==> config.mk <==
export PLATFORM = sky130hd
export DESIGN_NAME = flag_alu
export DESIGN_NICKNAME = d
export VERILOG_FILES = /design/src/rtl/flag_alu_pkg.sv /design/src/rtl/flag_alu_arith.sv /design/src/rtl/flag_alu_bitwise.sv /design/src/rtl/flag_alu_shifter.sv /design/src/rtl/flag_alu.sv
export SDC_FILE = /design/constraint.sdc
export NUM_CORES = 1
export LEC_CHECK = 0
export ABC_CLOCK_PERIOD_IN_PS = 16000
export BUFFER_PORTS_ARGS = -buffer_cell sky130_fd_sc_hd__buf_2
export CORE_ASPECT_RATIO = 0.5
export CORE_MARGIN = 10
export CORE_UTILIZATION = 35
export DETAILED_ROUTE_END_ITERATION = 8
export SLEW_MARGIN = 0
export SYNTH_ARGS = -nofsm -noshare
export SYNTH_HDL_FRONTEND = slang
export SYNTH_SLANG_ARGS = --single-unit
export TNS_END_PERCENT = 1
==> constraint.sdc <==
create_clock -name vclk -period 16
set_input_delay 3.2 -clock vclk [all_inputs]
set_output_delay 3.2 -clock vclk [all_outputs]
set_load 0.005 [all_outputs]
==> src/rtl/flag_alu_pkg.sv <==
package flag_alu_pkg;

   localparam int NUM_FLAGS = 6;
   localparam int OP_BITS   = 5;

   // flag vector bit positions
   localparam int FL_C = 0;
   localparam int FL_Z = 1;
   localparam int FL_N = 2;
   localparam int FL_V = 3;
   localparam int FL_S = 4;
   localparam int FL_H = 5;

   typedef logic [NUM_FLAGS-1:0] flag_vec_t;

   localparam flag_vec_t MASK_ALL   = 6'b111111;
   localparam flag_vec_t MASK_ZCNVS = 6'b011111;
   localparam flag_vec_t MASK_ZNVS  = 6'b011110;
   localparam flag_vec_t MASK_NONE  = 6'b000000;

   typedef enum logic [OP_BITS-1:0] {
      OP_ADD  = 5'd0,
      OP_ADDC = 5'd1,
      OP_SUB  = 5'd2,
      OP_SUBC = 5'd3,
      OP_CMP  = 5'd4,
      OP_CMPC = 5'd5,
      OP_AND  = 5'd6,
      OP_OR   = 5'd7,
      OP_XOR  = 5'd8,
      OP_INV  = 5'd9,
      OP_NEG  = 5'd10,
      OP_INC  = 5'd11,
      OP_DEC  = 5'd12,
      OP_SHL  = 5'd13,
      OP_SHR  = 5'd14,
      OP_SAR  = 5'd15,
      OP_RCL  = 5'd16,
      OP_RCR  = 5'd17,
      OP_XCHG = 5'd18
   } alu_op_e;

   typedef enum logic [1:0] {
      BW_AND,
      BW_OR,
      BW_XOR,
      BW_INV
   } bw_mode_e;

   typedef enum logic [2:0] {
      SH_LEFT,
      SH_RIGHT,
      SH_RIGHT_ARITH,
      SH_ROT_LEFT,
      SH_ROT_RIGHT,
      SH_HALF_XCHG
   } sh_mode_e;

   typedef enum logic [1:0] {
      SRC_NONE,
      SRC_ARITH,
      SRC_BITWISE,
      SRC_SHIFT
   } res_src_e;

   typedef enum logic [1:0] {
      CY_ARITH,
      CY_SHIFT,
      CY_ONE
   } cy_src_e;

   typedef enum logic [1:0] {
      OV_ARITH,
      OV_ZERO,
      OV_SHIFT
   } ov_src_e;

endpackage

==> src/rtl/flag_alu_arith.sv <==
module flag_alu_arith #(
   parameter int WIDTH  = 8,
   parameter bit RIPPLE = 1'b1
) (
   input  logic [WIDTH-1:0] a_i,
   input  logic [WIDTH-1:0] b_i,
   input  logic             sub_i,
   input  logic             cin_i,
   output logic [WIDTH-1:0] sum_o,
   output logic             cout_o,
   output logic             half_o,
   output logic             ovf_o
);

   localparam int HALF = WIDTH / 2;

   logic [WIDTH-1:0] b_eff;
   logic             c_first;
   logic             raw_top;
   logic             raw_half;
   logic             into_msb;

   // subtraction is A + ~B + ~borrow; carries come out inverted as borrows
   assign b_eff   = sub_i ? ~b_i : b_i;
   assign c_first = cin_i ^ sub_i;

   if (RIPPLE) begin : g_ripple
      logic [WIDTH:0] cy;
      assign cy[0] = c_first;
      for (genvar g = 0; g < WIDTH; g++) begin : g_bit
         assign sum_o[g]  = a_i[g] ^ b_eff[g] ^ cy[g];
         assign cy[g+1]   = (a_i[g] & b_eff[g]) | (cy[g] & (a_i[g] ^ b_eff[g]));
      end
      assign raw_top  = cy[WIDTH];
      assign raw_half = cy[HALF];
      assign into_msb = cy[WIDTH-1];
   end else begin : g_wide
      logic [WIDTH:0]   full_sum;
      logic [HALF:0]    low_sum;
      logic [WIDTH-1:0] part_sum;
      assign full_sum = {1'b0, a_i} + {1'b0, b_eff} + {{WIDTH{1'b0}}, c_first};
      assign low_sum  = {1'b0, a_i[HALF-1:0]} + {1'b0, b_eff[HALF-1:0]}
                      + {{HALF{1'b0}}, c_first};
      assign part_sum = {1'b0, a_i[WIDTH-2:0]} + {1'b0, b_eff[WIDTH-2:0]}
                      + {{(WIDTH-1){1'b0}}, c_first};
      assign sum_o    = full_sum[WIDTH-1:0];
      assign raw_top  = full_sum[WIDTH];
      assign raw_half = low_sum[HALF];
      assign into_msb = part_sum[WIDTH-1];
   end

   assign cout_o = raw_top ^ sub_i;
   assign half_o = raw_half ^ sub_i;
   assign ovf_o  = raw_top ^ into_msb;

endmodule

==> src/rtl/flag_alu_bitwise.sv <==
module flag_alu_bitwise
   import flag_alu_pkg::*;
#(
   parameter int WIDTH = 8
) (
   input  logic [WIDTH-1:0] a_i,
   input  logic [WIDTH-1:0] b_i,
   input  bw_mode_e         mode_i,
   output logic [WIDTH-1:0] y_o
);

   always_comb begin
      unique case (mode_i)
         BW_AND:  y_o = a_i & b_i;
         BW_OR:   y_o = a_i | b_i;
         BW_XOR:  y_o = a_i ^ b_i;
         default: y_o = ~a_i;
      endcase
   end

endmodule

==> src/rtl/flag_alu_shifter.sv <==
module flag_alu_shifter
   import flag_alu_pkg::*;
#(
   parameter int WIDTH = 8
) (
   input  logic [WIDTH-1:0] a_i,
   input  logic             cin_i,
   input  sh_mode_e         mode_i,
   output logic [WIDTH-1:0] y_o,
   output logic             cout_o
);

   localparam int HALF = WIDTH / 2;

   always_comb begin
      y_o    = a_i;
      cout_o = 1'b0;
      case (mode_i)
         SH_LEFT: begin
            y_o    = {a_i[WIDTH-2:0], 1'b0};
            cout_o = a_i[WIDTH-1];
         end
         SH_RIGHT: begin
            y_o    = {1'b0, a_i[WIDTH-1:1]};
            cout_o = a_i[0];
         end
         SH_RIGHT_ARITH: begin
            y_o    = {a_i[WIDTH-1], a_i[WIDTH-1:1]};
            cout_o = a_i[0];
         end
         SH_ROT_LEFT: begin
            y_o    = {a_i[WIDTH-2:0], cin_i};
            cout_o = a_i[WIDTH-1];
         end
         SH_ROT_RIGHT: begin
            y_o    = {cin_i, a_i[WIDTH-1:1]};
            cout_o = a_i[0];
         end
         SH_HALF_XCHG: begin
            y_o    = {a_i[HALF-1:0], a_i[WIDTH-1:HALF]};
            cout_o = 1'b0;
         end
         default: begin
            y_o    = a_i;
            cout_o = 1'b0;
         end
      endcase
   end

endmodule

==> src/rtl/flag_alu.sv <==
module flag_alu
   import flag_alu_pkg::*;
#(
   parameter int WIDTH  = 8,
   parameter bit RIPPLE = 1'b1
) (
   input  logic [OP_BITS-1:0]   op_i,
   input  logic [WIDTH-1:0]     a_i,
   input  logic [WIDTH-1:0]     b_i,
   input  logic                 carry_i,
   input  logic                 zero_i,
   output logic [WIDTH-1:0]     result_o,
   output logic                 wr_en_o,
   output logic [NUM_FLAGS-1:0] flags_o,
   output logic [NUM_FLAGS-1:0] upd_o
);

   if (WIDTH < 4 || (WIDTH % 2) != 0) begin : g_bad_width
      $error("flag_alu: WIDTH must be even and at least 4");
   end

   // operation decode
   logic [WIDTH-1:0] ar_a, ar_b;
   logic             ar_sub, ar_cin;
   bw_mode_e         bw_mode;
   sh_mode_e         sh_mode;
   res_src_e         res_src;
   cy_src_e          cy_src;
   ov_src_e          ov_src;
   logic             z_chain;
   logic             we;
   flag_vec_t        mask;

   always_comb begin
      ar_a    = a_i;
      ar_b    = b_i;
      ar_sub  = 1'b0;
      ar_cin  = 1'b0;
      bw_mode = BW_AND;
      sh_mode = SH_LEFT;
      res_src = SRC_NONE;
      cy_src  = CY_ARITH;
      ov_src  = OV_ARITH;
      z_chain = 1'b0;
      we      = 1'b1;
      mask    = MASK_NONE;
      case (op_i)
         OP_ADD: begin
            res_src = SRC_ARITH;
            mask    = MASK_ALL;
         end
         OP_ADDC: begin
            res_src = SRC_ARITH;
            ar_cin  = carry_i;
            mask    = MASK_ALL;
         end
         OP_SUB, OP_CMP: begin
            res_src = SRC_ARITH;
            ar_sub  = 1'b1;
            mask    = MASK_ALL;
            we      = (op_i == OP_SUB);
         end
         OP_SUBC, OP_CMPC: begin
            res_src = SRC_ARITH;
            ar_sub  = 1'b1;
            ar_cin  = carry_i;
            z_chain = 1'b1;
            mask    = MASK_ALL;
            we      = (op_i == OP_SUBC);
         end
         OP_AND, OP_OR, OP_XOR: begin
            res_src = SRC_BITWISE;
            ov_src  = OV_ZERO;
            mask    = MASK_ZNVS;
            bw_mode = (op_i == OP_AND) ? BW_AND :
                      (op_i == OP_OR)  ? BW_OR  : BW_XOR;
         end
         OP_INV: begin
            res_src = SRC_BITWISE;
            bw_mode = BW_INV;
            cy_src  = CY_ONE;
            ov_src  = OV_ZERO;
            mask    = MASK_ZCNVS;
         end
         OP_NEG: begin
            res_src = SRC_ARITH;
            ar_a    = '0;
            ar_b    = a_i;
            ar_sub  = 1'b1;
            mask    = MASK_ALL;
         end
         OP_INC, OP_DEC: begin
            res_src = SRC_ARITH;
            ar_b    = '0;
            ar_cin  = 1'b1;
            ar_sub  = (op_i == OP_DEC);
            mask    = MASK_ZNVS;
         end
         OP_SHL, OP_SHR, OP_SAR, OP_RCL, OP_RCR: begin
            res_src = SRC_SHIFT;
            cy_src  = CY_SHIFT;
            ov_src  = OV_SHIFT;
            mask    = MASK_ZCNVS;
            case (op_i)
               OP_SHL:  sh_mode = SH_LEFT;
               OP_SHR:  sh_mode = SH_RIGHT;
               OP_SAR:  sh_mode = SH_RIGHT_ARITH;
               OP_RCL:  sh_mode = SH_ROT_LEFT;
               default: sh_mode = SH_ROT_RIGHT;
            endcase
         end
         OP_XCHG: begin
            res_src = SRC_SHIFT;
            sh_mode = SH_HALF_XCHG;
            mask    = MASK_NONE;
         end
         default: begin
            we   = 1'b0;
            mask = MASK_NONE;
         end
      endcase
   end

   // datapath units
   logic [WIDTH-1:0] ar_sum, bw_y, sh_y;
   logic             ar_cout, ar_half, ar_ovf, sh_cout;

   flag_alu_arith #(.WIDTH(WIDTH), .RIPPLE(RIPPLE)) u_arith (
      .a_i    (ar_a),
      .b_i    (ar_b),
      .sub_i  (ar_sub),
      .cin_i  (ar_cin),
      .sum_o  (ar_sum),
      .cout_o (ar_cout),
      .half_o (ar_half),
      .ovf_o  (ar_ovf)
   );

   flag_alu_bitwise #(.WIDTH(WIDTH)) u_bitwise (
      .a_i    (a_i),
      .b_i    (b_i),
      .mode_i (bw_mode),
      .y_o    (bw_y)
   );

   flag_alu_shifter #(.WIDTH(WIDTH)) u_shifter (
      .a_i    (a_i),
      .cin_i  (carry_i),
      .mode_i (sh_mode),
      .y_o    (sh_y),
      .cout_o (sh_cout)
   );

   // result select and flag formation
   logic [WIDTH-1:0] res;
   logic             f_c, f_z, f_n, f_v;
   flag_vec_t        computed;

   always_comb begin
      unique case (res_src)
         SRC_ARITH:   res = ar_sum;
         SRC_BITWISE: res = bw_y;
         SRC_SHIFT:   res = sh_y;
         default:     res = '0;
      endcase
   end

   always_comb begin
      f_n = res[WIDTH-1];
      f_z = (res == '0) & (~z_chain | zero_i);
      unique case (cy_src)
         CY_SHIFT: f_c = sh_cout;
         CY_ONE:   f_c = 1'b1;
         default:  f_c = ar_cout;
      endcase
      unique case (ov_src)
         OV_ZERO:  f_v = 1'b0;
         OV_SHIFT: f_v = f_n ^ f_c;
         default:  f_v = ar_ovf;
      endcase
   end

   always_comb begin
      computed       = '0;
      computed[FL_C] = f_c;
      computed[FL_Z] = f_z;
      computed[FL_N] = f_n;
      computed[FL_V] = f_v;
      computed[FL_S] = f_n ^ f_v;
      computed[FL_H] = ar_half;
   end

   // untouched flags: carry and zero pass through, the rest read as zero
   for (genvar f = 0; f < NUM_FLAGS; f++) begin : g_flag
      if (f == FL_C) begin : g_keep_c
         assign flags_o[f] = mask[f] ? computed[f] : carry_i;
      end else if (f == FL_Z) begin : g_keep_z
         assign flags_o[f] = mask[f] ? computed[f] : zero_i;
      end else begin : g_plain
         assign flags_o[f] = mask[f] & computed[f];
      end
   end

   assign result_o = res;
   assign wr_en_o  = we;
   assign upd_o    = mask;

endmodule

## Word-level counts from Yosys, hierarchy flattened

Index checks and enable logic that the tools add are counted.

| storage, ports and cells | value |
|---|---|
| flip-flop bits (word level) | 0 |
| bits of input ports | 23 |
| output and inout bits | 21 |
| logic and storage cells | 134 |

| cells by class | value |
|---|---|
| eq/ne operators | 32 |
| muxes and demuxes | 24 |
| bitwise operators | 58 |
| reduce and logical (&&, ||, !) cells | 20 |

Operators with widths:

| operator | count |
|---|---|
| $pmux W8 S3 | 2 |
| $pmux W8 S6 | 1 |
| $eq A5 B4 Y1 const B | 8 |
| $xor A1 B1 Y1 | 22 |
| $and A1 B1 Y1 | 21 |
| $eq A5 B3 Y1 const B | 4 |
| $pmux W6 S3 | 1 |
| $mux W8 | 2 |
| $not A8 Y8 | 2 |
| $pmux W8 S2 | 1 |
| $eq A5 B5 Y1 const B | 3 |
| $reduce_or A15 Y1 | 1 |
| $reduce_or A5 Y1 | 3 |
| $pmux W2 S2 | 3 |
| $pmux W3 S4 | 1 |
| $reduce_or A6 Y1 | 2 |
| $eq A2 B2 Y1 const B | 5 |
| $eq A5 B2 Y1 const B | 2 |
| $pmux W1 S2 | 5 |
| $or A1 B1 Y1 | 9 |
| $reduce_or A3 Y1 | 3 |
| $reduce_or A9 Y1 | 1 |
| $and A8 B8 Y8 | 1 |
| $eq A2 B1 Y1 const B | 4 |
| 19 further kinds | 27 |

## Depth between registers and ports, before layout

| depth | value |
|---|---|
| word-level depth | 28 |
| gate-level depth with buffers | 25 |
| gate-level depth less buffers | 22 |

## By module

From an unflattened synthesis, not the netlist that was laid out.

| unflattened totals | value |
|---|---|
| cells, all modules | 276 |
| area total of the unflattened synthesis | 2170.8 µm² |

By module, submodules not included:

| module | instances | cells each | area an instance (µm²) | sequential area each (µm²) |
|---|---|---|---|---|
| flag_alu | 1 | 128 | 867.1 | 0.0 |
| flag_alu_bitwise | 1 | 50 | 493.0 | 0.0 |
| flag_alu_shifter | 1 | 62 | 470.5 | 0.0 |
| flag_alu_arith | 1 | 36 | 340.3 | 0.0 |

## Worst setup path after synthesis

Ideal clock, no wire load.

| path | value |
|---|---|
| path kind | input-to-output |
| start point | input op_i[3] |
| end point | output flags_o[4] |
| arrival time | 8.537 ns |
| required time | 12.800 ns |
| setup slack | 4.263 ns |
| stages on the path | 23 |
| path buffers | 3 |
| cell sequence | buf_2 -> clkbuf_1 -> inv_1 -> nor4_2 -> clkbuf_1 -> a22oi_1 -> xnor2_1 -> fa_1 -> inv_1 -> fa_1 -> fa_1 -> fa_1 -> fa_1 -> inv_1 -> fa_1 -> inv_1 -> fa_1 -> inv_1 -> fa_1 -> nor2_1 -> a221oi_4 -> or3_1 -> a31oi_1 |

| on the way | value |
|---|---|
| cells in the longest elaborated chain, start to end | 28 |
| elaborated cells on any way between the ends | 108 |
| classes of those cells | 32 x eq/ne; 20 x mux; 40 x bitwise; 16 x reduce/logical |

Ends and longest elaborated chain:

| item | line | source |
|---|---|---|
| from (decl) | flag_alu.sv:7 | `input logic [OP_BITS-1:0] op_i,` |
| $eq A5 B4 Y1, on equally long branches | flag_alu.sv:47, flag_alu.sv:96 |  |
| $reduce_or A2 Y1 | n/a |  |
| $pmux W8 S2 | flag_alu.sv:47 | `case (op_i)` |
| $not A8 Y8 | flag_alu_arith.sv:24 | `assign b_eff = sub_i ? ~b_i : b_i;` |
| $mux W8 | flag_alu_arith.sv:24 |  |
| $xor A1 B1 Y1 | flag_alu_arith.sv:32 | `assign cy[g+1] = (a_i[g] & b_eff[g]) \| (cy[g] & (a_i[g] ^ b_eff[g]));` |
| $and A1 B1 Y1 | flag_alu_arith.sv:32 |  |
| $or A1 B1 Y1 | flag_alu_arith.sv:32 |  |
| (+12 left out) | n/a |  |
| $and A1 B1 Y1 | flag_alu_arith.sv:32 |  |
| $or A1 B1 Y1 | flag_alu_arith.sv:32 |  |
| $xor A1 B1 Y1 | flag_alu_arith.sv:52 | `assign cout_o = raw_top ^ sub_i;` |
| $pmux W1 S2 | flag_alu.sv:171 | `unique case (cy_src)` |
| $xor A1 B1 Y1 | flag_alu.sv:178 | `OV_SHIFT: f_v = f_n ^ f_c;` |
| $pmux W1 S2 | flag_alu.sv:176 | `unique case (ov_src)` |
| $xor A1 B1 Y1 | flag_alu.sv:189 | `computed[FL_S] = f_n ^ f_v;` |
| $and A1 B1 Y1 (*) | flag_alu.sv:200 | `assign flags_o[f] = mask[f] & computed[f];` |
| to (decl) | flag_alu.sv:14 | `output logic [NUM_FLAGS-1:0] flags_o,` |

Mark *: on every way between the ends. The rest lies on a longest branch, timed or not.

## Final worst setup path

| path | value |
|---|---|
| start point | input op_i[0] |
| end point | output flags_o[4] |

The elaborated chain is that of the path after synthesis.

==> key figures <==
Status
  • Status: completed

STA
  • # setup viols final: 0
  • Final Critical Period: 11.94 ns
  • Unrepaired setup endpoints after global routing: false
  • Worst Setup Slack, final: slightly above 4 ns
  • Slew headroom: 36.38%
  • Max Slew Vio Count: 0
  • F_max: 83.77 MHz
  • Final period utilization: between 70% and 80%
  • Setup_tns: 0 ns
  • Actual slew at the worst max-slew pin: 0.9518 ns
  • Hold Fails Final Rpt: 0

Clock tree
  • Post-CTS Hold Buffers: 0
  • Setup Fix Bufs, Post-CTS: 0
  • Post-CTS sizing: 0

Min path
  • Hold Path Sink: flags_o[0]
  • Min-Delay Path Class: in2out
  • Worst Hold Launch: carry_i
  • Hold-critical path depth: 3

Finish
  • Final nets: 336
  • Multi-input logic area: between 0.0015 and 0.002 mm²
  • Filler cells: 540
  • Area grow syn2layout: 11.85%
  • Layout cell share with drive strength beyond 1: a little under 20%
  • Clock buffers: 0
  • Seq. cell area: 0 µm²
  • Non-Filler Instances: approximately 350
  • Ant. Diodes: 0
  • Seq_cells: 0

GRT
  • Total GRT Usage: 13.22%
  • Largest net degree at the start of global routing: 30
  • Vias in the first global route: approximately 1,900
  • Met1 usage: 18.73%
  • Met2 Usage GRT: 22.03%
  • Most Used Layer, Global Route: met2
  • Global-route wire length before repair: slightly below 10 mm
  • GR Util met3: less than 1%
  • Remaining Overflow, GRT: 0
  • Initial antenna violation count: 0

Worst setup path
  • Crit Path Category: in2out
  • Worst path most repeated cell: fa_1
  • Worst path arrival time: 8.74 ns
  • Worst EP required: 12.80 ns
  • Worst setup SP type: primary input
  • Max incr delay on CP: 0.57 ns
  • CP max stage cell: o21ai_1
  • Crit path cell chain: buf_2, nor3b_1, o21ai_1, a22oi_1, xnor2_1, fa_1, inv_1, fa_1, fa_1, fa_1, fa_1, inv_1, fa_1, inv_1, fa_1, inv_1, fa_1, nor2_1, a221oi_4, or3_1, a31oi_1, buf_2
  • Crit path max fanout: 29
  • CP endpoint kind: output pin

Floorplan
  • Starting density of the core: 36.70%
  • Die Ht: about 70 µm
  • Rows: 18
  • Core area: 0.004977 mm²
  • Chip Width: 122.2 µm
  • Die area: 0.008684 mm²
  • # IOs: between 40 and 50

Power
  • Power density over the cells: approximately 36 mW/mm²
  • Reg power frac: 0%
  • Logic gate share of total power: 100.0%
  • P_leak: 0.9877 nW
  • Switching part of the total: between 50 and 60%
  • Max VDD drop: 11.16 µV
  • Pint: roughly 0.00003 W
  • Clock share of power: 0%
  • Net Switching: 0.00004299 W

Drt
  • DR WL/cell: 16.83 µm
  • Number of DRC markers in iteration 0: approximately 170
  • Antenna viol nets, final: 0
  • Via count: 1,969
  • Drt pass-1 iters: 8
  • # DRC: 0
  • Via density per instance: approximately 5.6
  • Routed wire length: 5.959 mm

Placed design
  • I/O Buffers: 44
  • GPL Wtd Cong: 0.9736
  • DP HPWL: 4.584 mm
  • Post-placement cell count: 354
  • Setup slack after placement: 4.077 ns

Synth
  • Register area share after synthesis: 0%
  • Synth cell types: 55
  • XOR/XNOR Fraction of Synth Area: between 6 and 7%
  • Synth Area in Simple Gates: between 20 and 30%
  • Post-synthesis adder-cell area fraction: between 20% and 30%
  • Mapped Cells: 258
  • Avg Cell Area, Syn: slightly above 7 µm²
  • Synth Net Count: 308
  • Post-Syn Area: 0.001827 mm²
  • Compound-Gate Fraction of Synth Area: 32.19%
  • Warnings from Yosys: 0
  • Mux contribution to synthesized area: 1.164%
  • Largest family of logic cells by synthesized area: compound AO/OA/AOI/OAI gates

Flow run
  • Max-Cap Viols: 0
## kinds of logic after synthesis
group           count (synthesis)
compound gates                 78
xor+xnor                       14
fa+ha+maj                      27
buf+inv                        55
mux                             2
simple gates                   82
## through the flow
step / utilization [%] / instance area [µm²] / total power, W / hold slack (ns)
final: 41.05 / 2043 / 0.00007326 / 6.764
after global placement: 41.05 / 2043 / 0.00007229 / 6.754
after CTS: 41.05 / 2043 / 0.00007314 / 6.766
after floorplan: - / 1827 / 0.00004947 / 6.529
after detailed placement: 41.05 / 2043 / 0.00007290 / 6.766
after global routing: 41.05 / 2043 / 0.00008228 / 6.781
## layer usage
layer | share of wire (%) | vias up
met5 | 0 | -
met4 | 0.54 | 0
met3 | 6.4 | 8
met2 | 46 | 73
met1 | 47 | 928
li1 | - | 960
## synthesized netlist by cell type (4+ instances only)
cell type	n	share of area (%)
a21oi_1	13	3.6
a222oi_1	6	3.3
a22oi_1	13	5.3
buf_2	4	1.1
buf_4	4	1.6
clkbuf_1	9	1.8
fa_1	8	8.8
ha_1	19	13
inv_1	36	7.4
nand2_1	23	4.7
nand2b_1	8	2.7
nor2_1	20	4.1
nor2b_1	5	1.7
nor3_1	4	1.1
o21ai_0	16	4.4
o221ai_1	8	3.8
xnor2_1	5	2.4
xor2_1	9	4.3
## worst max-delay path: cells and delay by family
| kind | cells | cell delay (ns) |
|---|---|---|
| xor gates and xnor gates | 1 | 0.24 |
| buffers and inverters | 6 | 0.84 |
| adders and majority gates | 8 | 2.79 |
| and+or+nand+nor | 3 | 0.67 |
| AOI/OAI and AO/OA | 4 | 0.98 |
## layout make-up
type / count / area share, %
inverters: 36 / 6.614
multi-input cells: 203 / 77.95
well taps: 70 / 4.287
repair buffers: 45 / 11.15
## how the worst max path moves through the flow
stage	cells past startpoint	startpoint	endpoint
after global routing	22	op_i[0]	flags_o[4]
after floorplan	23	op_i[3]	flags_o[4]
final	22	op_i[0]	flags_o[4]
after CTS	22	op_i[0]	flags_o[4]
after global placement	22	op_i[0]	flags_o[4]
after detailed placement	22	op_i[0]	flags_o[4]
## power groups by stage
stage	logic (W)	clock network, W	registers, W
4_1_cts	0.0000731	0	0
5_1_grt	0.0000823	0	0
3_3_place_gp	0.0000723	0	0
3_5_place_dp	0.0000729	0	0
2_1_floorplan	0.0000495	0	0
6_report	0.0000733	0	0
## layout by cell type (no fill, tap or decap), types with 2 or more instances in the layout
cell,instances
nand2b_1,8
nand3b_1,2
a22oi_1,13
o21a_1,2
inv_1,36
nand2_1,23
a21oi_1,13
buf_2,44
xor2_1,9
o221ai_1,8
nand3_1,3
nor2b_1,5
xnor2_1,5
fa_1,8
a31oi_1,3
o211ai_1,2
nor3_1,4
o21ai_1,3
o21ai_0,16
a222oi_1,6
nor2_1,20
nor3b_2,2
ha_1,19
or3_1,2
(Power assumes the default switching activity.)
